==> config.mk <==
export PLATFORM = sky130hd
export DESIGN_NAME = eaddr_seq
export DESIGN_NICKNAME = d
export VERILOG_FILES = /design/src/rtl/eaddr_pkg.sv /design/src/rtl/eaddr_mode_dec.sv /design/src/rtl/eaddr_index_add.sv /design/src/rtl/eaddr_rd_port.sv /design/src/rtl/eaddr_seq.sv
export SDC_FILE = /design/constraint.sdc
export NUM_CORES = 1
export LEC_CHECK = 0
export CAP_MARGIN = 20
export CORE_MARGIN = 2
export CORE_UTILIZATION = 55
export DETAILED_ROUTE_END_ITERATION = 8
export PLACE_DENSITY_LB_ADDON = 0.3
export SYNTH_ARGS = -nofsm -noshare
export SYNTH_HDL_FRONTEND = slang
export SYNTH_SLANG_ARGS = --single-unit
==> constraint.sdc <==
create_clock -name clk -period 11.15 [get_ports clk]
set_clock_uncertainty 0.2 [all_clocks]
set_input_delay 2.23 -clock clk [delete_from_list [all_inputs] [get_ports clk]]
set_output_delay 2.23 -clock clk [all_outputs]
set_load 0.02 [all_outputs]
==> src/rtl/eaddr_pkg.sv <==
package eaddr_pkg;

   typedef enum logic [3:0] {
      EA_ACC = 4'd0,
      EA_IMM = 4'd1,
      EA_ZP  = 4'd2,
      EA_ZPX = 4'd3,
      EA_ABS = 4'd4,
      EA_ABX = 4'd5,
      EA_ABY = 4'd6,
      EA_IZX = 4'd7,
      EA_IZY = 4'd8,
      EA_REL = 4'd9,
      EA_BAD = 4'd15
   } ea_mode_e;

   typedef enum logic [2:0] {
      ST_IDLE,
      ST_OPND,
      ST_HIGH,
      ST_PLO,
      ST_PHI,
      ST_DATA,
      ST_FIN
   } ea_state_e;

endpackage

==> src/rtl/eaddr_mode_dec.sv <==
module eaddr_mode_dec
   import eaddr_pkg::*;
(
   input  logic       grp_two,
   input  logic [2:0] field,
   input  logic       rel,
   output ea_mode_e   mode,
   output logic       bad
);

   ea_mode_e first_tbl;
   ea_mode_e second_tbl;

   always_comb begin
      case (field)
         3'd0:    first_tbl = EA_IZX;
         3'd1:    first_tbl = EA_ZP;
         3'd2:    first_tbl = EA_IMM;
         3'd3:    first_tbl = EA_ABS;
         3'd4:    first_tbl = EA_IZY;
         3'd5:    first_tbl = EA_ZPX;
         3'd6:    first_tbl = EA_ABY;
         default: first_tbl = EA_ABX;
      endcase
   end

   always_comb begin
      case (field)
         3'd0:    second_tbl = EA_IMM;
         3'd1:    second_tbl = EA_ZP;
         3'd2:    second_tbl = EA_ACC;
         3'd3:    second_tbl = EA_ABS;
         3'd5:    second_tbl = EA_ZPX;
         3'd7:    second_tbl = EA_ABX;
         default: second_tbl = EA_BAD;
      endcase
   end

   always_comb begin
      if (rel)
         mode = EA_REL;
      else if (grp_two)
         mode = second_tbl;
      else
         mode = first_tbl;
      bad = (mode == EA_BAD);
   end

   always_comb begin
      if (rel) AST_REL_WINS: assert (mode == EA_REL) else $error("relative select lost");
      if (!rel && !grp_two) AST_FIRST_LEGAL: assert (!bad) else $error("first table gave illegal");
   end

endmodule

==> src/rtl/eaddr_index_add.sv <==
module eaddr_index_add #(
   parameter int DW = 8,
   parameter int AW = 16
) (
   input  logic [DW-1:0] base_lo,
   input  logic [DW-1:0] base_hi,
   input  logic [DW-1:0] idx,
   input  logic [AW-1:0] pc_next,
   input  logic [DW-1:0] rel_off,
   output logic [DW-1:0] zp_sum,
   output logic [AW-1:0] wide_sum,
   output logic [AW-1:0] rel_tgt
);

   localparam int EXT = AW - DW;

   logic [DW:0] lo_sum;
   logic [DW-1:0] hi_sum;

   // page-zero sum drops the carry; the wide sum ripples it into the high byte
   assign lo_sum   = {1'b0, base_lo} + {1'b0, idx};
   assign zp_sum   = lo_sum[DW-1:0];
   assign hi_sum   = base_hi + {{(DW-1){1'b0}}, lo_sum[DW]};
   assign wide_sum = {hi_sum, lo_sum[DW-1:0]};
   assign rel_tgt  = pc_next + {{EXT{rel_off[DW-1]}}, rel_off};

   always_comb begin
      AST_WIDE_CARRY: assert (wide_sum == ({base_hi, base_lo} + {{EXT{1'b0}}, idx}))
         else $error("carry into high byte wrong");
   end

endmodule

==> src/rtl/eaddr_rd_port.sv <==
module eaddr_rd_port #(
   parameter int AW = 16
) (
   input  logic          clk,
   input  logic          rst,
   input  logic          req_in,
   input  logic [AW-1:0] addr_in,
   input  logic          mem_valid,
   output logic          mem_req,
   output logic [AW-1:0] mem_addr,
   output logic          accept
);

   assign mem_req  = req_in;
   assign mem_addr = req_in ? addr_in : '0;
   assign accept   = req_in & mem_valid;

   AST_REQ_HOLD: assert property (@(posedge clk) disable iff (rst)
      (mem_req && !mem_valid) |=> (mem_req && $stable(mem_addr)))
      else $error("request dropped or address moved before data");

endmodule

==> src/rtl/eaddr_seq.sv <==
module eaddr_seq
   import eaddr_pkg::*;
#(
   parameter int DW = 8,
   parameter int AW = 16
) (
   input  logic          clk,
   input  logic          rst,
   input  logic          start,
   input  logic          grp_two,
   input  logic [2:0]    mode_field,
   input  logic          rel_sel,
   input  logic [AW-1:0] pc_in,
   input  logic [DW-1:0] acc_in,
   input  logic [DW-1:0] x_in,
   input  logic [DW-1:0] y_in,
   output logic [AW-1:0] mem_addr,
   output logic          mem_req,
   input  logic          mem_valid,
   input  logic [DW-1:0] mem_rdata,
   output logic [AW-1:0] ea_out,
   output logic [DW-1:0] operand,
   output logic [AW-1:0] pc_out,
   output logic [3:0]    mode_out,
   output logic          illegal,
   output logic          done,
   output logic          busy
);

   localparam int PAGE_HI = AW - DW;

   generate
      if (DW < 2) begin : g_bad_dw
         $error("data width too small");
      end
      if (AW != 2 * DW) begin : g_bad_aw
         $error("address width must be two data bytes");
      end
   endgenerate

   ea_state_e     state;
   ea_mode_e      mode_r;
   ea_mode_e      dec_mode;
   logic          dec_bad;
   logic [AW-1:0] pc_r;
   logic [AW-1:0] ea_r;
   logic [DW-1:0] opnd_r;
   logic [DW-1:0] lo_r;
   logic [DW-1:0] ptr_r;
   logic [DW-1:0] x_r;
   logic [DW-1:0] y_r;
   logic [DW-1:0] ptr_next;
   logic [AW-1:0] pc_next;
   logic          req_int;
   logic [AW-1:0] addr_int;
   logic          accept;
   logic [DW-1:0] add_lo;
   logic [DW-1:0] add_hi;
   logic [DW-1:0] add_idx;
   logic [DW-1:0] zp_sum;
   logic [AW-1:0] wide_sum;
   logic [AW-1:0] rel_tgt;
   logic          no_mem;

   eaddr_mode_dec u_dec (
      .grp_two (grp_two),
      .field   (mode_field),
      .rel     (rel_sel),
      .mode    (dec_mode),
      .bad     (dec_bad)
   );

   assign no_mem   = (dec_mode == EA_ACC) || dec_bad;
   assign ptr_next = ptr_r + {{(DW-1){1'b0}}, 1'b1};
   assign pc_next  = pc_r + {{(AW-1){1'b0}}, 1'b1};

   // operand sources for the shared adder, per state
   always_comb begin
      add_lo  = mem_rdata;
      add_hi  = '0;
      add_idx = '0;
      case (state)
         ST_OPND: begin
            add_lo = mem_rdata;
            if (mode_r == EA_ZPX || mode_r == EA_IZX) add_idx = x_r;
         end
         ST_HIGH: begin
            add_lo = lo_r;
            add_hi = mem_rdata;
            if (mode_r == EA_ABX) add_idx = x_r;
            else if (mode_r == EA_ABY) add_idx = y_r;
         end
         ST_PHI: begin
            add_lo = lo_r;
            add_hi = mem_rdata;
            if (mode_r == EA_IZY) add_idx = y_r;
         end
         default: ;
      endcase
   end

   eaddr_index_add #(.DW(DW), .AW(AW)) u_add (
      .base_lo  (add_lo),
      .base_hi  (add_hi),
      .idx      (add_idx),
      .pc_next  (pc_next),
      .rel_off  (mem_rdata),
      .zp_sum   (zp_sum),
      .wide_sum (wide_sum),
      .rel_tgt  (rel_tgt)
   );

   // read address per state
   always_comb begin
      req_int  = 1'b0;
      addr_int = '0;
      case (state)
         ST_OPND, ST_HIGH: begin
            req_int  = 1'b1;
            addr_int = pc_r;
         end
         ST_PLO: begin
            req_int  = 1'b1;
            addr_int = {{PAGE_HI{1'b0}}, ptr_r};
         end
         ST_PHI: begin
            req_int  = 1'b1;
            addr_int = {{PAGE_HI{1'b0}}, ptr_next};
         end
         ST_DATA: begin
            req_int  = 1'b1;
            addr_int = ea_r;
         end
         default: ;
      endcase
   end

   eaddr_rd_port #(.AW(AW)) u_port (
      .clk       (clk),
      .rst       (rst),
      .req_in    (req_int),
      .addr_in   (addr_int),
      .mem_valid (mem_valid),
      .mem_req   (mem_req),
      .mem_addr  (mem_addr),
      .accept    (accept)
   );

   always_ff @(posedge clk) begin
      if (rst) begin
         state  <= ST_IDLE;
         mode_r <= EA_ACC;
         pc_r   <= '0;
         ea_r   <= '0;
         opnd_r <= '0;
         lo_r   <= '0;
         ptr_r  <= '0;
         x_r    <= '0;
         y_r    <= '0;
      end else begin
         case (state)
            ST_IDLE: begin
               if (start) begin
                  mode_r <= dec_mode;
                  pc_r   <= pc_in;
                  x_r    <= x_in;
                  y_r    <= y_in;
                  ea_r   <= '0;
                  opnd_r <= (dec_mode == EA_ACC) ? acc_in : '0;
                  state  <= no_mem ? ST_FIN : ST_OPND;
               end
            end
            ST_OPND: begin
               if (accept) begin
                  pc_r <= pc_next;
                  case (mode_r)
                     EA_IMM: begin
                        opnd_r <= mem_rdata;
                        ea_r   <= pc_r;
                        state  <= ST_FIN;
                     end
                     EA_REL: begin
                        opnd_r <= mem_rdata;
                        ea_r   <= rel_tgt;
                        state  <= ST_FIN;
                     end
                     EA_ZP, EA_ZPX: begin
                        ea_r  <= {{PAGE_HI{1'b0}}, zp_sum};
                        state <= ST_DATA;
                     end
                     EA_IZX, EA_IZY: begin
                        ptr_r <= zp_sum;
                        state <= ST_PLO;
                     end
                     default: begin
                        lo_r  <= mem_rdata;
                        state <= ST_HIGH;
                     end
                  endcase
               end
            end
            ST_HIGH: begin
               if (accept) begin
                  pc_r  <= pc_next;
                  ea_r  <= wide_sum;
                  state <= ST_DATA;
               end
            end
            ST_PLO: begin
               if (accept) begin
                  lo_r  <= mem_rdata;
                  state <= ST_PHI;
               end
            end
            ST_PHI: begin
               if (accept) begin
                  ea_r  <= wide_sum;
                  state <= ST_DATA;
               end
            end
            ST_DATA: begin
               if (accept) begin
                  opnd_r <= mem_rdata;
                  state  <= ST_FIN;
               end
            end
            default: state <= ST_IDLE;
         endcase
      end
   end

   assign ea_out   = ea_r;
   assign operand  = opnd_r;
   assign pc_out   = pc_r;
   assign mode_out = mode_r;
   assign illegal  = (mode_r == EA_BAD);
   assign done     = (state == ST_FIN);
   assign busy     = (state != ST_IDLE);

   logic rst_q;
   always_ff @(posedge clk) rst_q <= rst;

   always @(negedge clk) begin
      if (rst_q) AST_RST_IDLE: assert (!mem_req && !done && !busy)
         else $error("not idle after reset");
   end

   AST_DONE_SINGLE: assert property (@(posedge clk) disable iff (rst)
      done |=> !done) else $error("done longer than one cycle");

   AST_BUSY_IGNORE: assert property (@(posedge clk) disable iff (rst)
      (busy && start) |=> $stable(mode_out)) else $error("start accepted while busy");

   AST_ZP_PAGE: assert property (@(posedge clk) disable iff (rst)
      (done && (mode_out == EA_ZP || mode_out == EA_ZPX)) |-> (ea_out[AW-1:DW] == '0))
      else $error("zero-page address left page zero");

   AST_IDLE_NO_REQ: assert property (@(posedge clk) disable iff (rst)
      (!busy || done) |-> !mem_req) else $error("request while idle");

   AST_NOMEM_PC: assert property (@(posedge clk) disable iff (rst)
      (!busy && start && no_mem) |=> (!mem_req && done && pc_out == $past(pc_in)))
      else $error("memory-free mode touched memory or pc");

endmodule

==> flow_summary_export.csv, run 1 <==
group,metric,value,unit
floorplanning,dieHeight,111,um
drt,vias,6557,
cts,numCtsBuffers,9,
worst_hold_path,hold_start,"x_r[2]",
timing,final-max-slew-violation-count,0,
finish,syn_to_final_growth,22.8,%
timing,fmax,171,MHz
power_and_ir_drop,p_leak,2.94,nW
timing,worstMarginPinSlew,0.986,ns
floorplanning,initial_utilization,55.7,%
yosys,synth-edff-count,0,
setup_path,critPathCaptureType,"output port",
drt,ant_nets,0,
finish,mostFrequentLayoutCells,"clkdlybuf4s50_1 (119), nor2_1 (90), nand2_1 (80)",
floorplanning,io-pin-count,121,
worst_hold_path,min_path_cells,2,
outcome,status,"complete, no violations",
floorplanning,dieArea,12300,um2
yosys,synth_top_area_cell,"dfxtp_1",
setup_path,crit_fanout,29,
power_and_ir_drop,powerDensity,249,nW/um2
yosys,synthTopCellsByArea,"dfxtp_1 (25%), ha_1 (6.0%), nor2_1 (5.4%)",
yosys,post_synth_num_cell_types,85,
timing,fin_setup_tns,0,ns
setup_path,r2r_cells,19,
setup_path,cp_cell_sequence,"buf_4 -> and2b_2 -> o21ba_2 -> a22oi_1 -> o31ai_1 -> clkdlybuf4s50_1",
cts,clock_path_buffers,2,
drt,top_layer,"met4",
yosys,syn_nets,896,
global_route,grt_pass1_vias,6425,
drt,drt_iter0_drc,493,
placed_design,dpl.hpwl,14600,um
drt,routed_wl,19900,um
yosys,avgSynthCellArea,7.78,um2
timing,relSlewSlack,34.1,%
worst_hold_path,hold_path_class,"reg -> reg",
setup_path,r2r_start,"state[0]",
setup_path,r2r_end,"ea_out[14]",
placed_design,port-buffer-count,120,
timing,hold_viol_final,0,
setup_path,crit_end,"mem_addr[2]",
timing,finalCriticalPeriod,5.85,ns
yosys,syn_inst,807,
finish,layout-drive-gt1-share,8.02,%
placed_design,pre_cts_slack,5.16,ns
setup_path,crit_required,8.72,ns
cts,htree_levels,3,
global_route,track_usage,32.1,%
cts,cts.reportedPaths.clkPinSlew,0.06,ns
cts,cts_tree,"done",
setup_path,worst-setup-path-type,"reg -> out",
floorplanning,rows,39,
global_route,grt_max_degree,69,
cts,clk_latency,0.36,ns
drt,via_per_inst,6.38,
finish,nNetsFinal,969,
setup_path,arrival,3.42,ns
drt,wl_met3,1330,um
cts,post_cts_buffers,0,
finish,layout_commonest_cell,"clkdlybuf4s50_1",
finish,fillCellCount,974,
floorplanning,core,11300,um2
finish,n_antenna_cell,0,
yosys,synth_warnings,0,
setup_path,start_kind,"flip-flop",
timing,setup_violations,0,
power_and_ir_drop,totalPowerFinal,1.92,mW
yosys,ys_seq_area_share,25.2,%
power_and_ir_drop,ir_drop,0.185,mV
cts,clkSinkCount,79,
drt,route.met2.wl,9870,um
flow_run,cap_violations,0,
setup_path,r2r_slack,5.75,ns
floorplanning,chipWidth,111,um
drt,post-route-drc-count,0,
cts,cts_resized,0,
yosys,async_flop_share,0,%
timing,rsz0062_at_grt,"no",
drt,met1_length,8300,um
cts,hold_buffers,0,
global_route,grt_overflow,0,
yosys,yosysTopAreaCellShare,25.2,%
cts,cts_root_buf,"clkbuf_16",
placed_design,place_congestion,0.932,
setup_path,slowest_stage,"clkdlybuf4s50_1",
timing,setup_slack,5.30,ns
yosys,synth_area,6280,um2
setup_path,max_stage_delay,0.66,ns
setup_path,crit_start,"state[0]",
timing,period_share,52.5,%
global_route,antenna_found_initial,0,
drt,routedWlPerCell,19.3,um
yosys,ys_seq_elements,79,
yosys,synthFlopType,"dfxtp_1",
global_route,grt_pass1_wl,32300,um
drt,first_pass_iters,5,
## routing by layer
| layer | up-vias | GRT usage, % |
|---|---|---|
| li1 | 3113 | - |
| met1 | 3161 | 39.5 |
| met2 | 248 | 55.5 |
| met3 | 35 | 6.23 |
| met4 | 0 | 12.3 |
| met5 | - | 0 |
## final cells by class
type | instances | area, um2 | area share [%]
Multi-Input combinational cell | 647 | 4320 | 56.0
Sequential cell | 79 | 1580 | 20.5
Timing Repair Buffer | 126 | 1240 | 16.1
Clock buffer | 9 | 225 | 2.92
Tap cell | 143 | 179 | 2.32
Clock inverter | 7 | 97.6 | 1.27
Inverter | 17 | 63.8 | 0.828
## flip-flops by register name, summed over array words and instances, names as in the netlist
| register | flops |
|---|---|
| pc_out | 16 |
| lo_r | 8 |
| mode_out | 4 |
| state | 3 |
| operand | 8 |
| ea_out | 16 |
| ptr_r | 8 |
| x_r | 8 |
| y_r | 8 |
## cell usage after synthesis (5+ instances only)
library cell and n:
mux2i_1 19, a22o_1 21, ha_1 30, buf_6 5
o22ai_1 9, inv_1 17, nor2_1 90, dfxtp_1 79
a31oi_1 10, nand2b_1 9, a221oi_1 20, o211ai_1 7
mux2_2 14, xor2_1 14, a21oi_1 58, nand2_1 80
or3_1 6, nand3_1 21, nand4_1 5, o21a_1 6
a211oi_1 8, and3_1 5, buf_2 22, nor3_1 30
and2_1 6, a22oi_1 16, a21o_1 6, xnor2_1 19
clkbuf_1 30, a2bb2oi_1 7, o21ai_0 48, o31ai_1 5
nor2b_1 9
## stage by stage
| step | std cells | hold slack [ns] | cell area (um2) | util [%] |
|---|---|---|---|---|
| floorplan | 807 | 0.236 | 6280 | - |
| global placement | 1012 | 0.243 | 7380 | 65.5 |
| detailed placement | 1012 | 0.249 | 7380 | 65.5 |
| CTS | 1028 | 0.257 | 7710 | 68.4 |
| global route | 1028 | 0.272 | 7710 | 68.4 |
| finish | 1028 | 0.258 | 7710 | 68.4 |
## how the worst min path moves through the flow
stage,endpoint
6_report,x_r[2]
5_1_grt,x_r[2]
4_1_cts,x_r[2]
3_5_place_dp,x_r[2]
3_3_place_gp,x_r[4]
2_1_floorplan,x_r[0]
## cell families after synthesis
| group | count (synthesis) | synth area share (%) |
|---|---|---|
| xor+xnor | 34 | 4.86 |
| fa+ha+maj | 33 | 6.80 |
| flops | 79 | 25.2 |
| simple gates | 289 | 23.0 |
| compound gates | 258 | 28.5 |
| buf+inv | 81 | 6.06 |
| mux | 33 | 5.54 |
## critical path, delay by kind of cell (launching register included)
| family | cells | cell delay [ns] |
|---|---|---|
| buffers and inverters | 2 | 1.05 |
| AOI/OAI and AO/OA | 3 | 0.87 |
| and+or+nand+nor | 1 | 0.58 |
| DFF | 1 | 0.56 |
## power breakdown
part / switching [mW] / leakage (nW) / internal (mW)
combinational: 0.654 / 2.14 / 0.457
clock: 0.129 / 0.152 / 0.196
sequential: 0.126 / 0.647 / 0.359
total: 0.909 / 2.94 / 1.01
Note: power is estimated with default switching activity, not from simulation.
==> inputs of run 2 (changes only) <==
- CORE_UTILIZATION: 55 -> 53
- clock period: 11.15 -> 5.4 ns (I/O delays scaled with it)
==> run 2 against run 1 <==
Compared with the run above:
- worst setup slack lost 4.7 ns
- cell count grew 0.68%
- clock power grew 76%
- die area grew 3.6%
- sequential power grew 100%
- total power grew 100%
==> flow_summary_export.csv, run 2 (same netlist as run 1, synthesis figures left out) <==
group,metric,value,unit
worst_hold_path,hold_path_class,"reg -> reg",
floorplanning,dieArea,12700,um2
finish,multiInputGateArea,4320,um2
cts,hold_buffers,0,
setup_path,worst_path_most_repeated_cell,"ha_1",
finish,fillCellCount,995,
drt,route.met2.wl,9550,um
drt,routedWlPerCell,19.2,um
cts,clock_path_buffers,2,
drt,wl_met3,1290,um
global_route,grt_pass1_wl,32000,um
timing,rsz0062_at_grt,"no",
worst_hold_path,hold_start,"x_r[6]",
timing,hold_viol_final,0,
timing,relSlewSlack,42.6,%
drt,first_pass_iters,5,
setup_path,r2r_cells,19,
timing,fmax,209,MHz
drt,drt_iter0_drc,615,
setup_path,crit_buf_inv,1,
setup_path,arrival,4.82,ns
global_route,grt_overflow,0,
cts,clkSinkCount,79,
setup_path,crit_family,"compound AO/OA/AOI/OAI gates",
outcome,status,"complete, no violations",
drt,via_per_inst,6.31,
drt,ant_nets,0,
drt,vias,6533,
setup_path,critPathCaptureType,"flip-flop",
setup_path,cp_cell_sequence,"inv_1 -> nor2_1 -> a22oi_1 -> nor4b_2 -> a22o_1 -> ha_1 -> fa_1 -> a211oi_1 -> o21ai_0 -> a21oi_1 -> o21bai_1 -> ha_1 -> ha_1 -> nand2_1 -> o21a_1 -> o21ai_0 -> nand4_1 -> a41oi_1 -> o2bb2ai_1",
setup_path,r2r_start,"mode_out[2]",
worst_hold_path,hold_end,"x_r[6]",
finish,layout-drive-gt1-share,8.52,%
timing,period_share,88.5,%
power_and_ir_drop,p_leak,2.95,nW
cts,numCtsBuffers,9,
cts,cts_tree,"done",
setup_path,max_stage_delay,0.64,ns
timing,fin_setup_tns,0,ns
cts,cts_root_buf,"clkbuf_16",
setup_path,r2r_slack,0.62,ns
timing,setup_violations,0,
placed_design,port-buffer-count,120,
cts,clk_latency,0.36,ns
placed_design,dpl.hpwl,14700,um
timing,final-max-slew-violation-count,0,
finish,final_util,67.2,%
drt,post-route-drc-count,0,
floorplanning,core,11500,um2
drt,met1_length,8350,um
floorplanning,rows,39,
setup_path,crit_required,5.44,ns
setup_path,slowest_stage,"nor4b_2",
flow_run,cap_violations,0,
timing,worstMarginPinSlew,0.861,ns
global_route,antenna_found_initial,0,
power_and_ir_drop,powerDensity,504,nW/um2
finish,n_antenna_cell,0,
cts,cts.reportedPaths.clkPinSlew,0.06,ns
worst_hold_path,min_path_cells,2,
finish,syn_to_final_growth,22.7,%
floorplanning,initial_utilization,54.7,%
global_route,grt_pass1_vias,6347,
cts,htree_levels,3,
power_and_ir_drop,ir_drop,0.285,mV
floorplanning,dieHeight,113,um
drt,top_layer,"met4",
finish,layout_commonest_cell,"clkdlybuf4s50_1",
global_route,grt_max_degree,68,
setup_path,crit_cells,19,
setup_path,worst-setup-path-type,"reg -> reg",
floorplanning,io-pin-count,121,
setup_path,start_kind,"flip-flop",
finish,mostFrequentLayoutCells,"clkdlybuf4s50_1 (119), nor2_1 (90), nand2_1 (80)",
drt,routed_wl,19900,um
finish,nNetsFinal,976,
cts,cts_resized,0,
placed_design,place_congestion,0.921,
cts,post_cts_buffers,0,
timing,finalCriticalPeriod,4.78,ns
setup_path,crit_fanout,13,
finish,seqCellArea,1580,um2
setup_path,r2r_end,"ea_out[14]",
floorplanning,chipWidth,113,um
global_route,track_usage,31.3,%
run 2: cell types whose count changed in the layout (fill, tap and decap cells not counted), sizes merged:
cell      delta
bufinv       -2
clkinvlp     -1
buf          +7
clkbuf       +2
clkinv       +1
run 2: how the worst max path moves through the flow:
stage,startpoint,end,slack (ns)
floorplan,state[1],ea_out[14],1.33
global placement,mem_rdata[0],ea_out[14],0.76
detailed placement,mem_rdata[0],ea_out[14],0.57
CTS,mode_out[2],ea_out[14],0.68
global route,state[2],ea_out[14],0.09
finish,mode_out[2],ea_out[14],0.62
run 2: area by class of cell:
type                    instances  share of cell area (%)
multi-input cells             647                    56.0
flip-flops and latches         79                    20.5
repair buffers                133                    16.8
clock buffers                  11                    3.02
well taps                     143                    2.32
inverters                      17                   0.828
clock inverters                 5                   0.455
run 2: through the flow:
step / worst slack [ns] / power, mW / cell area (um2) / hold WS, ns / cells
2_1_floorplan: 1.33 / 2.54 / 6280 / 0.236 / 807
3_3_place_gp: 0.762 / 3.22 / 7440 / 0.247 / 1019
3_5_place_dp: 0.572 / 3.27 / 7440 / 0.250 / 1019
4_1_cts: 0.678 / 3.84 / 7700 / 0.258 / 1035
5_1_grt: 0.0864 / 4.12 / 7700 / 0.284 / 1035
6_report: 0.622 / 3.88 / 7700 / 0.260 / 1035
run 2: worst min-delay path: cells and delay by family, from the launching register on:
family           cells  cell delay, ns
flip-flops           1            0.31
AO/OA/AOI/OAI        1            0.05
AND/OR/NAND/NOR      1            0.05
run 2: routing by layer:
| metal | vias to the layer above | track usage [%] |
|---|---|---|
| li1 | 3123 | - |
| met1 | 3084 | 39.5 |
| met2 | 274 | 52.3 |
| met3 | 52 | 4.61 |
| met4 | 0 | 15.2 |
| met5 | - | 0 |
run 2: where the power goes:
| part | internal, mW | total (mW) | switching, mW | leakage, nW |
|---|---|---|---|---|
| clock | 0.312 | 0.575 | 0.264 | 0.129 |
| sequential | 0.742 | 0.979 | 0.237 | 0.647 |
| combinational | 0.957 | 2.33 | 1.37 | 2.18 |
